<file path="src/rtl/ptechk_pkg.sv">
package ptechk_pkg;

    // Flag positions that neighbouring walker logic decodes
    localparam int unsigned VLD_BIT = 0;
    localparam int unsigned RD_BIT  = 1;
    localparam int unsigned EX_BIT  = 3;
    localparam int unsigned ACC_BIT = 6;
    localparam int unsigned DRT_BIT = 7;

    typedef enum logic [1:0] {
        ST_IDLE = 2'd0,
        ST_UPD  = 2'd1,
        ST_FIN  = 2'd2
    } chk_state_e;

endpackage

</file>
<file path="src/rtl/ptechk_enable.sv">
module ptechk_enable (
    input  logic m_attr_en_i,
    input  logic m_adupd_en_i,
    input  logic h_attr_en_i,
    input  logic h_adupd_en_i,
    input  logic stage1_of_two_i,
    input  logic virt_on_i,
    output logic attr_en_o,
    output logic adupd_en_o
);
    logic guest_walk;

    always_comb begin
        guest_walk = stage1_of_two_i && virt_on_i;
        attr_en_o  = m_attr_en_i  && (!guest_walk || h_attr_en_i);
        adupd_en_o = m_adupd_en_i && (!guest_walk || h_adupd_en_i);
    end
endmodule

</file>
<file path="src/rtl/ptechk_classify.sv">
module ptechk_classify
    import ptechk_pkg::*;
#(
    parameter int unsigned PTE_W    = 64,
    parameter int unsigned PPN_OFS  = 10,
    parameter int unsigned RSV_LSB  = 54,
    parameter int unsigned ATTR_LSB = 61,
    parameter int unsigned ATTR_W   = 2
) (
    input  logic [PTE_W-1:0]         pte_i,
    input  logic                     xlen64_i,
    input  logic                     attr_en_i,
    input  logic                     napot_en_i,
    output logic                     invalid_o,
    output logic                     attr_flt_o,
    output logic                     pointer_o,
    output logic [PTE_W-PPN_OFS-1:0] ppn_o
);
    localparam int unsigned KEEP_W = RSV_LSB;
    localparam int unsigned DROP_W = PTE_W - RSV_LSB;

    logic [PTE_W-1:0] keep_mask;
    logic [PTE_W-1:0] src;
    logic             use_mask;

    always_comb begin
        keep_mask  = {{DROP_W{1'b0}}, {KEEP_W{1'b1}}};
        invalid_o  = !pte_i[VLD_BIT];
        attr_flt_o = xlen64_i && !attr_en_i && (pte_i[ATTR_LSB +: ATTR_W] != '0);
        pointer_o  = (pte_i[EX_BIT:RD_BIT] == '0);
        use_mask   = xlen64_i && (attr_en_i || napot_en_i);
        src        = use_mask ? (pte_i & keep_mask) : pte_i;
        ppn_o      = src[PTE_W-1:PPN_OFS];
    end
endmodule

</file>
<file path="src/rtl/ptechk_adupd.sv">
module ptechk_adupd
    import ptechk_pkg::*;
#(
    parameter int unsigned PTE_W = 64
) (
    input  logic [PTE_W-1:0] pte_i,
    input  logic             is_store_i,
    output logic [PTE_W-1:0] new_pte_o,
    output logic             changed_o
);
    logic [PTE_W-1:0] set_bits;

    always_comb begin
        set_bits          = '0;
        set_bits[ACC_BIT] = 1'b1;
        set_bits[DRT_BIT] = is_store_i;
        new_pte_o         = pte_i | set_bits;
        changed_o         = (new_pte_o != pte_i);
    end
endmodule

</file>
<file path="src/rtl/ptechk_top.sv">
module ptechk_top
    import ptechk_pkg::*;
#(
    parameter int unsigned PTE_W    = 64,
    parameter int unsigned HALF_W   = 32,
    parameter int unsigned PPN_OFS  = 10,
    parameter int unsigned RSV_LSB  = 54,
    parameter int unsigned ATTR_LSB = 61,
    parameter int unsigned ATTR_W   = 2
) (
    input  logic                     clk,
    input  logic                     rst_n,
    input  logic                     chk_valid_i,
    input  logic [PTE_W-1:0]         pte_i,
    input  logic                     is_store_i,
    input  logic                     xlen64_i,
    input  logic                     napot_en_i,
    input  logic                     m_attr_en_i,
    input  logic                     m_adupd_en_i,
    input  logic                     h_attr_en_i,
    input  logic                     h_adupd_en_i,
    input  logic                     stage1_of_two_i,
    input  logic                     virt_on_i,
    input  logic                     upd_done_i,
    output logic                     done_o,
    output logic                     fault_o,
    output logic                     descend_o,
    output logic [PTE_W-PPN_OFS-1:0] ppn_o,
    output logic                     upd_req_o,
    output logic [PTE_W-1:0]         upd_pte_o
);
    localparam int unsigned PPN_W = PTE_W - PPN_OFS;
    localparam int unsigned HI_W  = PTE_W - HALF_W;

    typedef struct packed {
        chk_state_e       state;
        logic             fault;
        logic             descend;
        logic [PPN_W-1:0] ppn;
        logic [PTE_W-1:0] upd_pte;
    } chk_regs_t;

    chk_regs_t r_d, r_q;

    logic             attr_en, adupd_en;
    logic [PTE_W-1:0] pte_eff;
    logic             invalid, attr_flt, pointer;
    logic [PPN_W-1:0] ppn_calc;
    logic [PTE_W-1:0] new_pte;
    logic             changed;

    // 32-bit mode: only the lower half of the entry exists
    assign pte_eff = xlen64_i ? pte_i : {{HI_W{1'b0}}, pte_i[HALF_W-1:0]};

    ptechk_enable u_enable (
        .m_attr_en_i    (m_attr_en_i),
        .m_adupd_en_i   (m_adupd_en_i),
        .h_attr_en_i    (h_attr_en_i),
        .h_adupd_en_i   (h_adupd_en_i),
        .stage1_of_two_i(stage1_of_two_i),
        .virt_on_i      (virt_on_i),
        .attr_en_o      (attr_en),
        .adupd_en_o     (adupd_en)
    );

    ptechk_classify #(
        .PTE_W   (PTE_W),
        .PPN_OFS (PPN_OFS),
        .RSV_LSB (RSV_LSB),
        .ATTR_LSB(ATTR_LSB),
        .ATTR_W  (ATTR_W)
    ) u_classify (
        .pte_i     (pte_eff),
        .xlen64_i  (xlen64_i),
        .attr_en_i (attr_en),
        .napot_en_i(napot_en_i),
        .invalid_o (invalid),
        .attr_flt_o(attr_flt),
        .pointer_o (pointer),
        .ppn_o     (ppn_calc)
    );

    ptechk_adupd #(
        .PTE_W(PTE_W)
    ) u_adupd (
        .pte_i     (pte_eff),
        .is_store_i(is_store_i),
        .new_pte_o (new_pte),
        .changed_o (changed)
    );

    always_comb begin
        logic early_flt;
        logic leaf;
        r_d       = r_q;
        early_flt = invalid || attr_flt;
        leaf      = !early_flt && !pointer;
        unique case (r_q.state)
            ST_IDLE: begin
                if (chk_valid_i) begin
                    r_d.fault   = early_flt || (leaf && changed && !adupd_en);
                    r_d.descend = !early_flt && pointer;
                    r_d.ppn     = ppn_calc;
                    r_d.upd_pte = new_pte;
                    r_d.state   = (leaf && changed && adupd_en) ? ST_UPD : ST_FIN;
                end
            end
            ST_UPD: begin
                if (upd_done_i) begin
                    r_d.state = ST_FIN;
                end
            end
            ST_FIN: begin
                r_d.state = ST_IDLE;
            end
            default: begin
                r_d.state = ST_IDLE;
            end
        endcase
    end

    always_ff @(posedge clk or negedge rst_n) begin
        if (!rst_n) begin
            r_q <= '{state: ST_IDLE, fault: 1'b0, descend: 1'b0, ppn: '0, upd_pte: '0};
        end else begin
            r_q <= r_d;
        end
    end

    assign done_o    = (r_q.state == ST_FIN);
    assign upd_req_o = (r_q.state == ST_UPD);
    assign fault_o   = r_q.fault;
    assign descend_o = r_q.descend;
    assign ppn_o     = r_q.ppn;
    assign upd_pte_o = r_q.upd_pte;
endmodule

</file>
<file path="config.mk">
export PLATFORM = sky130hd
export DESIGN_NAME = ptechk_top
export DESIGN_NICKNAME = d
export VERILOG_FILES = /design/src/rtl/ptechk_pkg.sv /design/src/rtl/ptechk_enable.sv /design/src/rtl/ptechk_classify.sv /design/src/rtl/ptechk_adupd.sv /design/src/rtl/ptechk_top.sv
export SDC_FILE = /design/constraint.sdc
export NUM_CORES = 1
export LEC_CHECK = 0
export ABC_CLOCK_PERIOD_IN_PS = 1950
export BUFFER_PORTS_ARGS = -buffer_cell sky130_fd_sc_hd__buf_2
export CAP_MARGIN = 20
export CORE_MARGIN = 2
export CORE_UTILIZATION = 35
export CTS_CLUSTER_SIZE = 16
export DETAILED_ROUTE_END_ITERATION = 7
export GPL_ROUTABILITY_DRIVEN = 1
export PLACE_DENSITY_LB_ADDON = 0.15
export SLEW_MARGIN = 5
export SYNTH_ARGS = -nofsm -noshare
export SYNTH_HDL_FRONTEND = slang
export SYNTH_HIERARCHICAL = 1
export SYNTH_SLANG_ARGS = --single-unit
</file>
<file path="constraint.sdc">
create_clock -name clk -period 1.95 [get_ports clk]
set_input_delay 0.39 -clock clk [delete_from_list [all_inputs] [get_ports clk]]
set_output_delay 0.39 -clock clk [all_outputs]
set_load 0.005 [all_outputs]
</file>
==> results of run 1 <==
==> worst reg2reg max path: stages, from the launching register on <==
cell	delay (ps)
dfrtp_1	420
nor3b_4	320
buf_12	370
mux2_2	420
==> cell type report <==
type | count | share of cell area, %
well taps | 234 | 4.32
clock buffers | 22 | 6.85
inverters | 3 | 0.166
flip-flops and latches | 122 | 45.1
clock inverters | 8 | 1.77
repair buffers | 204 | 15.9
multi-input cells | 184 | 26.0
==> per-layer routing <==
metal | track usage [%] | vias to the layer above | share of wire [%] | routed length, um
li1 | - | 1534 | - | -
met1 | 14.1 | 1594 | 44 | 5050
met2 | 18.2 | 137 | 46 | 5260
met3 | 5.84 | 15 | 8.8 | 1010
met4 | 4.58 | 2 | 1.6 | 189
met5 | 0 | - | 0.14 | 16
==> cell families after synthesis <==
logic type,count (synthesis),share of synthesized area [%]
AOI/OAI and AO/OA,7,0.906
buffers and inverters,244,27.5
DFF,122,46.0
muxes,118,20.0
other,1,0.0565
and+or+nand+nor,58,5.43
==> through the flow <==
| stage | std cells | power, mW | worst slack [ps] |
|---|---|---|---|
| 5_1_grt | 777 | 8.12 | 175 |
| 3_3_place_gp | 747 | 4.59 | 175 |
| 3_5_place_dp | 747 | 4.63 | 143 |
| 4_1_cts | 777 | 7.84 | 271 |
| 6_report | 777 | 7.67 | 320 |
| 2_1_floorplan | 550 | 4.63 | 477 |
==> power breakdown <==
group          total, mW  switching [mW]  internal, mW
registers           3.21           0.218          3.00
clock network       3.13            1.08          2.06
logic               1.32           0.582         0.743
==> flip-flops by register name, indices dropped and copies added (netlist names) <==
name,cells
upd_pte_o,64
ppn_o,54
r_q,2
descend_o,1
fault_o,1
==> path summary, 6_finish.rpt <==
kind,from,endpoint,slack [ps],cells after the start
worst min register to register,ppn_o[31],ppn_o[31],470,1
max in group asynchronous,rst_n,ppn_o[3],1460,2
worst max-delay path,r_q[120],ppn_o[33],320,3
worst min-delay path,rst_n,ppn_o[26],10,2
min in group clk,pte_i[16],ppn_o[6],220,2
worst max register to register,r_q[120],ppn_o[33],320,3
==> cell usage in the layout (no fill, tap or decap), drive strengths merged, types with 2 or more instances in the layout <==
cell type	n
nor2b	2
o21a	2
or3b	2
o21ai	2
nor3b	2
clkinv	3
and2	42
nor2	3
clkbuf	22
dfrtp	122
inv	3
bufinv	3
mux2	118
buf	204
clkinvlp	2
nand2	3
==> results.json, run 1 <==
{
  "io_pins": 199,
  "drt-initial-drc-count": 116,
  "core_area_um2": 18600,
  "cts-resized-gates": 0,
  "crit_fanout": 68,
  "ant_nets": 0,
  "routed_wl_mm": 11.5,
  "clkSinkCount": 122,
  "cts_max_level": 4,
  "rows": 50,
  "insertion_delay_ps": 400,
  "cts_setup_buffers": 0,
  "utilization_pct": 36.3,
  "finalSetupViolCount": 0,
  "wl_per_cell_um": 14.8,
  "ys.flop_type": "dfrtp_1",
  "fin_area_um2": 6780,
  "dp_hpwl_mm": 8.31,
  "grt_max_degree": 79,
  "p_per_area_nw_per_um2": 1130,
  "ys_types": 26,
  "fin_nets": 609,
  "track_usage_pct": 11.8,
  "synth_seq_area_share_pct": 46.0,
  "initial_core_util_pct": 35.6,
  "required_ps": 2240,
  "dieArea_um2": 20100,
  "worstSetupPathType": "reg2reg",
  "syn_area_um2": 6630,
  "max_freq_ghz": 0.613,
  "rsz0062_at_grt": "no",
  "ys_ff_latch": 122,
  "path_buf_inv": 1,
  "yosys.area.top_type": "dfrtp_1",
  "peakVddDrop_v": 0.000607,
  "cp_top_family": "flip-flops",
  "cts_root_buf": "clkbuf_16",
  "power.leakage_nw": 3.40,
  "outcome": "completed",
  "grt_overflow": 0,
  "syn-mean-instance-area_um2": 12.1,
  "worst_pin_slew_ps": 564,
  "multiInputGateArea_um2": 1760,
  "grt_pass1_wl_mm": 18.1,
  "first_pass_iters": 4,
  "viasPerCell": 4.22,
  "numPortBuffers": 198,
  "hold_path_class": "in2async",
  "arrival_ps": 1920,
  "clkTransAtPathRegs_ps": 60,
  "slew_violations": 0,
  "hold_viol": 0,
  "yosysWarnings": 6,
  "numCtsBuffers": 17,
  "synth_nets": 627,
  "synth_top_area_share_pct": 46.0,
  "seq_area_um2": 3050,
  "die_h_um": 142,
  "die_w_um": 142,
  "vias": 3282,
  "netlist_instances": 550,
  "area_growth_pct": 2.19,
  "setup_tns_ps": 0,
  "synth-edff-count": 0,
  "slowest_delay_ps": 420,
  "clk_path_buf_depth": 2,
  "synth.top_cells.by_area": "dfrtp_1 (46%), buf_4 (26%), mux2_1 (13%)",
  "critPathLaunchType": "register",
  "synth-async-reset-ratio_pct": 100,
  "num_antenna_cells": 0,
  "fin_skew_ps": 6.90,
  "cts_hold_buf": 0,
  "fill_cells": 1908,
  "drc": 0,
  "place.gp.congestion": 0.689,
  "antenna_found_initial": 1,
  "post_dp_cell_area_um2": 6190,
  "first_global_vias": 3432,
  "timing.hold.ws_ps": 12.4,
  "slew-limit-headroom_pct": 62.4,
  "period_share_pct": 83.6,
  "drive_above_1_share_pct": 51.0,
  "synthMostInstantiatedCell": "buf_4",
  "cts_tree": "done",
  "crit_chain": "nor3b_4, buf_12, mux2_2",
  "synth.top_cells.by_count": "buf_4 (227), dfrtp_1 (122), mux2_1 (76), and2_1 (42), mux2_2 (42)",
  "critPathCaptureType": "register",
  "max_cap_viol_count": 0,
  "cpMaxStageDelayCell": "dfrtp_1",
  "fin_crit_ps": 1630
}
Power figures use the tool's default switching activity.
==> inputs of run 2 (changes only) <==
--- a/config.mk
+++ b/config.mk
@@ -5,7 +5,7 @@
 export SDC_FILE = /design/constraint.sdc
 export NUM_CORES = 1
 export LEC_CHECK = 0
-export ABC_CLOCK_PERIOD_IN_PS = 1950
+export ABC_CLOCK_PERIOD_IN_PS = 1400
 export BUFFER_PORTS_ARGS = -buffer_cell sky130_fd_sc_hd__buf_2
 export CAP_MARGIN = 20
 export CORE_MARGIN = 2
==> constraint.sdc (replaced) <==
create_clock -name clk -period 1.4 [get_ports clk]
set_input_delay 0.28 -clock clk [delete_from_list [all_inputs] [get_ports clk]]
set_output_delay 0.28 -clock clk [all_outputs]
set_load 0.005 [all_outputs]
==> run 2 against run 1 <==
  * Clock power grew 44%
  * Sequential share of layout area shrank 4.9 points
  * Maximum frequency grew 8.1%
  * Wire length grew 16%
  * Highest routed layer is now met4
  * The flow now finishes with violations (setup timing)
  * Utilization grew 4.4 points
  * Sequential power grew 40%
  * Count of clock-buffer cells in the layout grew 2
  * Non-clock buffer count grew 31
  * Register-to-register slack lost 430 ps
  * Global-route usage grew 0.72 points
  * Cell count grew 4.1%
==> results.json, run 2 (same netlist as run 1, synthesis figures left out) <==
{
  "grt_overflow": 0,
  "hold_path_class": "in2reg",
  "worstSetupPathType": "reg2reg",
  "area_growth_pct": 14.7,
  "io_pins": 199,
  "dp_hpwl_mm": 8.56,
  "cp_top_family": "buffers and inverters",
  "hold_viol": 0,
  "antenna_found_initial": 1,
  "clkSinkCount": 122,
  "p_int_mw": 8.67,
  "outcome": "finished with violations",
  "insertion_delay_ps": 410,
  "crit_cells": 5,
  "critPathCaptureType": "register",
  "max_freq_ghz": 0.663,
  "fin_skew_ps": 6.09,
  "final_cell_mix": "buf_2 (196), dfrtp_1 (122), mux2_4 (66), mux2_1 (45), and2_1 (42)",
  "crit_fanout": 7,
  "switching_share_pct": 24.8,
  "p_per_area_nw_per_um2": 1520,
  "first_pass_iters": 4,
  "place.gp.congestion": 0.675,
  "clk_path_buf_depth": 2,
  "cpMaxStageDelayCell": "dfrtp_1",
  "slowest_delay_ps": 410,
  "fin_area_um2": 7600,
  "peakVddDrop_v": 0.000810,
  "slew-limit-headroom_pct": 59.2,
  "max_cap_viol_count": 0,
  "power.share.sequential_pct": 39.0,
  "switching_power_mw": 2.86,
  "first_global_vias": 3661,
  "numPortBuffers": 198,
  "drc": 0,
  "largest_reg_flops": 64,
  "power_mw": 11.5,
  "die_w_um": 142,
  "cts_root_buf": "clkbuf_16",
  "p_clk_share_pct": 39.1,
  "num_antenna_cells": 0,
  "final_common_cell": "buf_2",
  "crit_chain": "nor3b_4, buf_6, buf_12, clkbuf_16, mux2_4",
  "clkTransAtPathRegs_ps": 60,
  "violations": "setup timing",
  "track_usage_pct": 12.5,
  "wl_per_cell_um": 16.5,
  "worst_pin_slew_ps": 607,
  "cts_tree": "done",
  "fin_nets": 640,
  "slew_violations": 0,
  "initial_core_util_pct": 35.6,
  "rsz0062_at_grt": "yes",
  "path_buf_inv": 3,
  "fill_cells": 1826,
  "utilization_pct": 40.8,
  "drt-initial-drc-count": 64,
  "vias": 3462,
  "critPathLaunchType": "register",
  "required_ps": 1690,
  "drive_above_1_share_pct": 59.5,
  "rows": 50,
  "cts_max_level": 4,
  "fin_crit_ps": 1510,
  "core_area_um2": 18600,
  "viasPerCell": 4.28,
  "grt_max_degree": 79,
  "numCtsBuffers": 17,
  "hold_depth": 2,
  "fin_ws_ps": -108,
  "grt_pass1_wl_mm": 19.3,
  "comb_power_share_pct": 21.9,
  "power.leakage_nw": 3.86,
  "rr_worst_depth": 5,
  "arrival_ps": 1800,
  "ant_nets": 0,
  "finalSetupViolCount": 121,
  "routed_wl_mm": 13.4,
  "post_dp_cell_area_um2": 6390,
  "dieArea_um2": 20100,
  "die_h_um": 142,
  "period_share_pct": 108
}
## run 2: cell count changes in the layout (fill, tap and decap cells not counted), sizes merged
| cell | change |
|---|---|
| clkbuf | +12 |
| buf | +20 |
| dlygate4sd3 | +1 |
| clkinv | -1 |
## run 2: per-stage QoR
step                      setup slack (ps)  hold slack (ps)  std cells  setup TNS (ps)
final                                 -108              102        809           -9610
after global routing                  -170             83.4        809          -16760
after CTS                             -137             77.9        794          -10300
after detailed placement              -196              360        761           -8860
after global placement                -207              360        761           -7200
after floorplan                      -28.9            -15.6        550           -2150
## run 2: power groups by stage
stage,clock network [mW],registers (mW),logic (mW)
floorplan,0,4.45,2.02
global placement,0,4.52,2.01
detailed placement,0,4.54,2.05
CTS,4.64,4.49,2.17
global route,4.79,4.59,2.75
finish,4.50,4.50,2.53
## run 2: final cells by class
type / count / area [um^2] / area share [%]
Clock buffer: 24 / 482 / 6.33
Clock inverter: 7 / 115 / 1.51
Inverter: 3 / 11.3 / 0.148
Multi-Input combinational cell: 184 / 2030 / 26.7
Sequential cell: 122 / 3050 / 40.1
Tap cell: 234 / 293 / 3.85
Timing Repair Buffer: 235 / 1620 / 21.3
## run 2: worst register-to-register path, delay by kind of cell (launching register included)
family | cells | cell delay (ps)
buf+inv | 3 | 480
flops | 1 | 410
mux | 1 | 300
simple gates | 1 | 200
## run 2: worst paths after layout
kind	to	slack (ps)	startpoint
setup reg to reg	ppn_o[36]	-110	r_q[121]
hold reg to reg	upd_pte_o[34]	480	upd_pte_o[34]
min in group asynchronous	fault_o	470	rst_n
hold / removal	ppn_o[8]	100	pte_i[18]
max in group asynchronous	ppn_o[16]	450	rst_n
setup / recovery	ppn_o[36]	-110	r_q[121]
## run 2: layer usage
layer	share of wire, %	up-vias	track usage (%)
met1	46	1718	15.6
li1	-	1608	-
met4	1.2	0	4.89
met3	7.8	11	5.26
met5	0	-	0
met2	45	125	19.1
## run 2: timing repair
item,4_1_cts,5_1_grt
pin swaps,1,2
setup buffers,1,4
resized for setup,29,50
setup endpoints to repair,118,120
hold endpoints to repair,88,0
cloned,0,11
hold buffers,1,0
==> inputs of run 3 (changes only) <==
--- a/config.mk
+++ b/config.mk
@@ -9,11 +9,12 @@
 export BUFFER_PORTS_ARGS = -buffer_cell sky130_fd_sc_hd__buf_2
 export CAP_MARGIN = 20
 export CORE_MARGIN = 2
-export CORE_UTILIZATION = 35
+export CORE_UTILIZATION = 48
 export CTS_CLUSTER_SIZE = 16
 export DETAILED_ROUTE_END_ITERATION = 7
 export GPL_ROUTABILITY_DRIVEN = 1
 export PLACE_DENSITY_LB_ADDON = 0.15
+export SKIP_CTS_REPAIR_TIMING = 1
 export SLEW_MARGIN = 5
 export SYNTH_ARGS = -nofsm -noshare
 export SYNTH_HDL_FRONTEND = slang
==> run 3 against run 2 <==
  * The run still ends with setup timing left
  * Critical path depth down 1
  * Via count down 1.4%
  * Clock skew down 1.5 ps
  * Register-to-register slack about the same
  * Worst setup slack worse by 4.2 ps
  * Flip-flop and latch count unchanged
  * Count of clock-buffer cells in the layout down 2
  * Global-route usage up 3.2 points
  * Combinational power down 11%
  * Cell count down 8.9%
  * Cell area down 6.4%
  * Sequential share of layout area up 2.8 points
  * Largest cell class unchanged
  * Highest routed layer unchanged
==> results.json, run 3 (same netlist as run 1, synthesis figures left out) <==
{
  "outcome": "finished with violations",
  "violations": "setup timing",
  "grt_pass1_wl_mm": 17.5,
  "die_w_um": 122,
  "max_freq_ghz": 0.661,
  "power.share.sequential_pct": 41.8,
  "grt_max_degree": 65,
  "insertion_delay_ps": 410,
  "hold_viol": 0,
  "drc": 0,
  "place.gp.congestion": 0.689,
  "cts_max_level": 4,
  "p_clk_share_pct": 37.4,
  "peakVddDrop_v": 0.000747,
  "rsz0062_at_grt": "yes",
  "clkSinkCount": 122,
  "final_common_cell": "buf_2",
  "cts_root_buf": "clkbuf_16",
  "cts_tree": "done",
  "dieArea_um2": 14800,
  "critPathCaptureType": "register",
  "drt-initial-drc-count": 148,
  "viasPerCell": 4.63,
  "fin_crit_ps": 1510,
  "switching_power_mw": 2.66,
  "period_share_pct": 108,
  "track_usage_pct": 15.7,
  "hold_path_class": "in2reg",
  "area_growth_pct": 7.30,
  "slew_violations": 0,
  "numPortBuffers": 198,
  "final_cell_mix": "buf_2 (196), dfrtp_1 (122), mux2_1 (44), mux2_4 (43), and2_1 (42)",
  "finalSetupViolCount": 119,
  "fin_nets": 627,
  "vias": 3415,
  "clk_path_buf_depth": 2,
  "max_cap_viol_count": 0,
  "dp_hpwl_mm": 8.22,
  "crit_fanout": 23,
  "arrival_ps": 1790,
  "power.leakage_nw": 3.67,
  "placed_cells": 701,
  "first_global_vias": 3430,
  "wl_per_cell_um": 15.9,
  "core_area_um2": 13300,
  "io_pins": 199,
  "first_pass_iters": 4,
  "die_h_um": 122,
  "worstSetupPathType": "reg2reg",
  "p_int_mw": 8.12,
  "fin_skew_ps": 4.63,
  "post_dp_cell_area_um2": 6270,
  "num_antenna_cells": 0,
  "rows": 42,
  "worst_pin_slew_ps": 560,
  "routed_wl_mm": 11.7,
  "required_ps": 1680,
  "numCtsBuffers": 17,
  "fin_area_um2": 7120,
  "grt_overflow": 0,
  "fin_cells": 737,
  "drive_above_1_share_pct": 58.8,
  "setup_tns_ps": -7780,
  "comb_power_share_pct": 20.9,
  "slew-limit-headroom_pct": 62.4,
  "initial_core_util_pct": 49.7,
  "switching_share_pct": 24.7,
  "fill_cells": 1204,
  "antenna_found_initial": 0,
  "fin_ws_ps": -112,
  "largest_reg_flops": 64,
  "critPathLaunchType": "register",
  "p_per_area_nw_per_um2": 1510,
  "clkTransAtPathRegs_ps": 50,
  "ant_nets": 0
}
-- run 3: path summary, 6_finish.rpt --
check | startpoint | end | slack, ps | cells past startpoint
worst max-delay path | r_q[121] | upd_pte_o[11] | -110 | 4
worst min-delay path | pte_i[16] | ppn_o[6] | 100 | 2
worst max register to register | r_q[121] | upd_pte_o[11] | -110 | 4
worst min register to register | descend_o | descend_o | 460 | 2
max in group asynchronous | rst_n | ppn_o[1] | 660 | 3
min in group asynchronous | rst_n | ppn_o[39] | 420 | 3
-- run 3: metrics by stage --
step	total power, mW	hold WS, ps	utilization, %	worst slack (ps)
floorplan	6.47	-15.6	-	-28.9
detailed placement	6.52	321	47.0	-145
finish	10.8	102	53.3	-112
global placement	6.45	312	47.0	-102
global route	11.4	79.1	53.3	-182
CTS	10.6	-125	51.1	-260
-- run 3: routing by layer --
layer / vias up / routed length [um] / track usage [%]
li1: 1581 / - / -
met1: 1685 / 4960 / 18.9
met2: 131 / 5590 / 24.3
met3: 18 / 964 / 6.69
met4: 0 / 198 / 7.61
met5: - / 0 / 0
-- run 3: area by class of cell --
type	instances	area [um^2]	area share, %
Sequential cell	122	3050	42.9
Multi-Input combinational cell	184	1940	27.3
Timing Repair Buffer	222	1340	18.8
Clock buffer	22	484	6.80
Tap cell	176	220	3.09
Clock inverter	8	70.1	0.985
Inverter	3	11.3	0.158
-- run 3: power by group through the flow --
stage,clock (mW),sequential [mW],combinational (mW)
detailed placement,0,4.54,1.98
floorplan,0,4.45,2.02
global route,4.34,4.59,2.46
finish,4.03,4.50,2.25
global placement,0,4.50,1.94
CTS,4.16,4.49,1.99
-- run 3: worst max-delay path, cell delays in order (launching register included) --
cell and delay [ps]:
dfrtp_1 400, nor3b_4 280, buf_6 170, buf_12 180, mux2_2 350
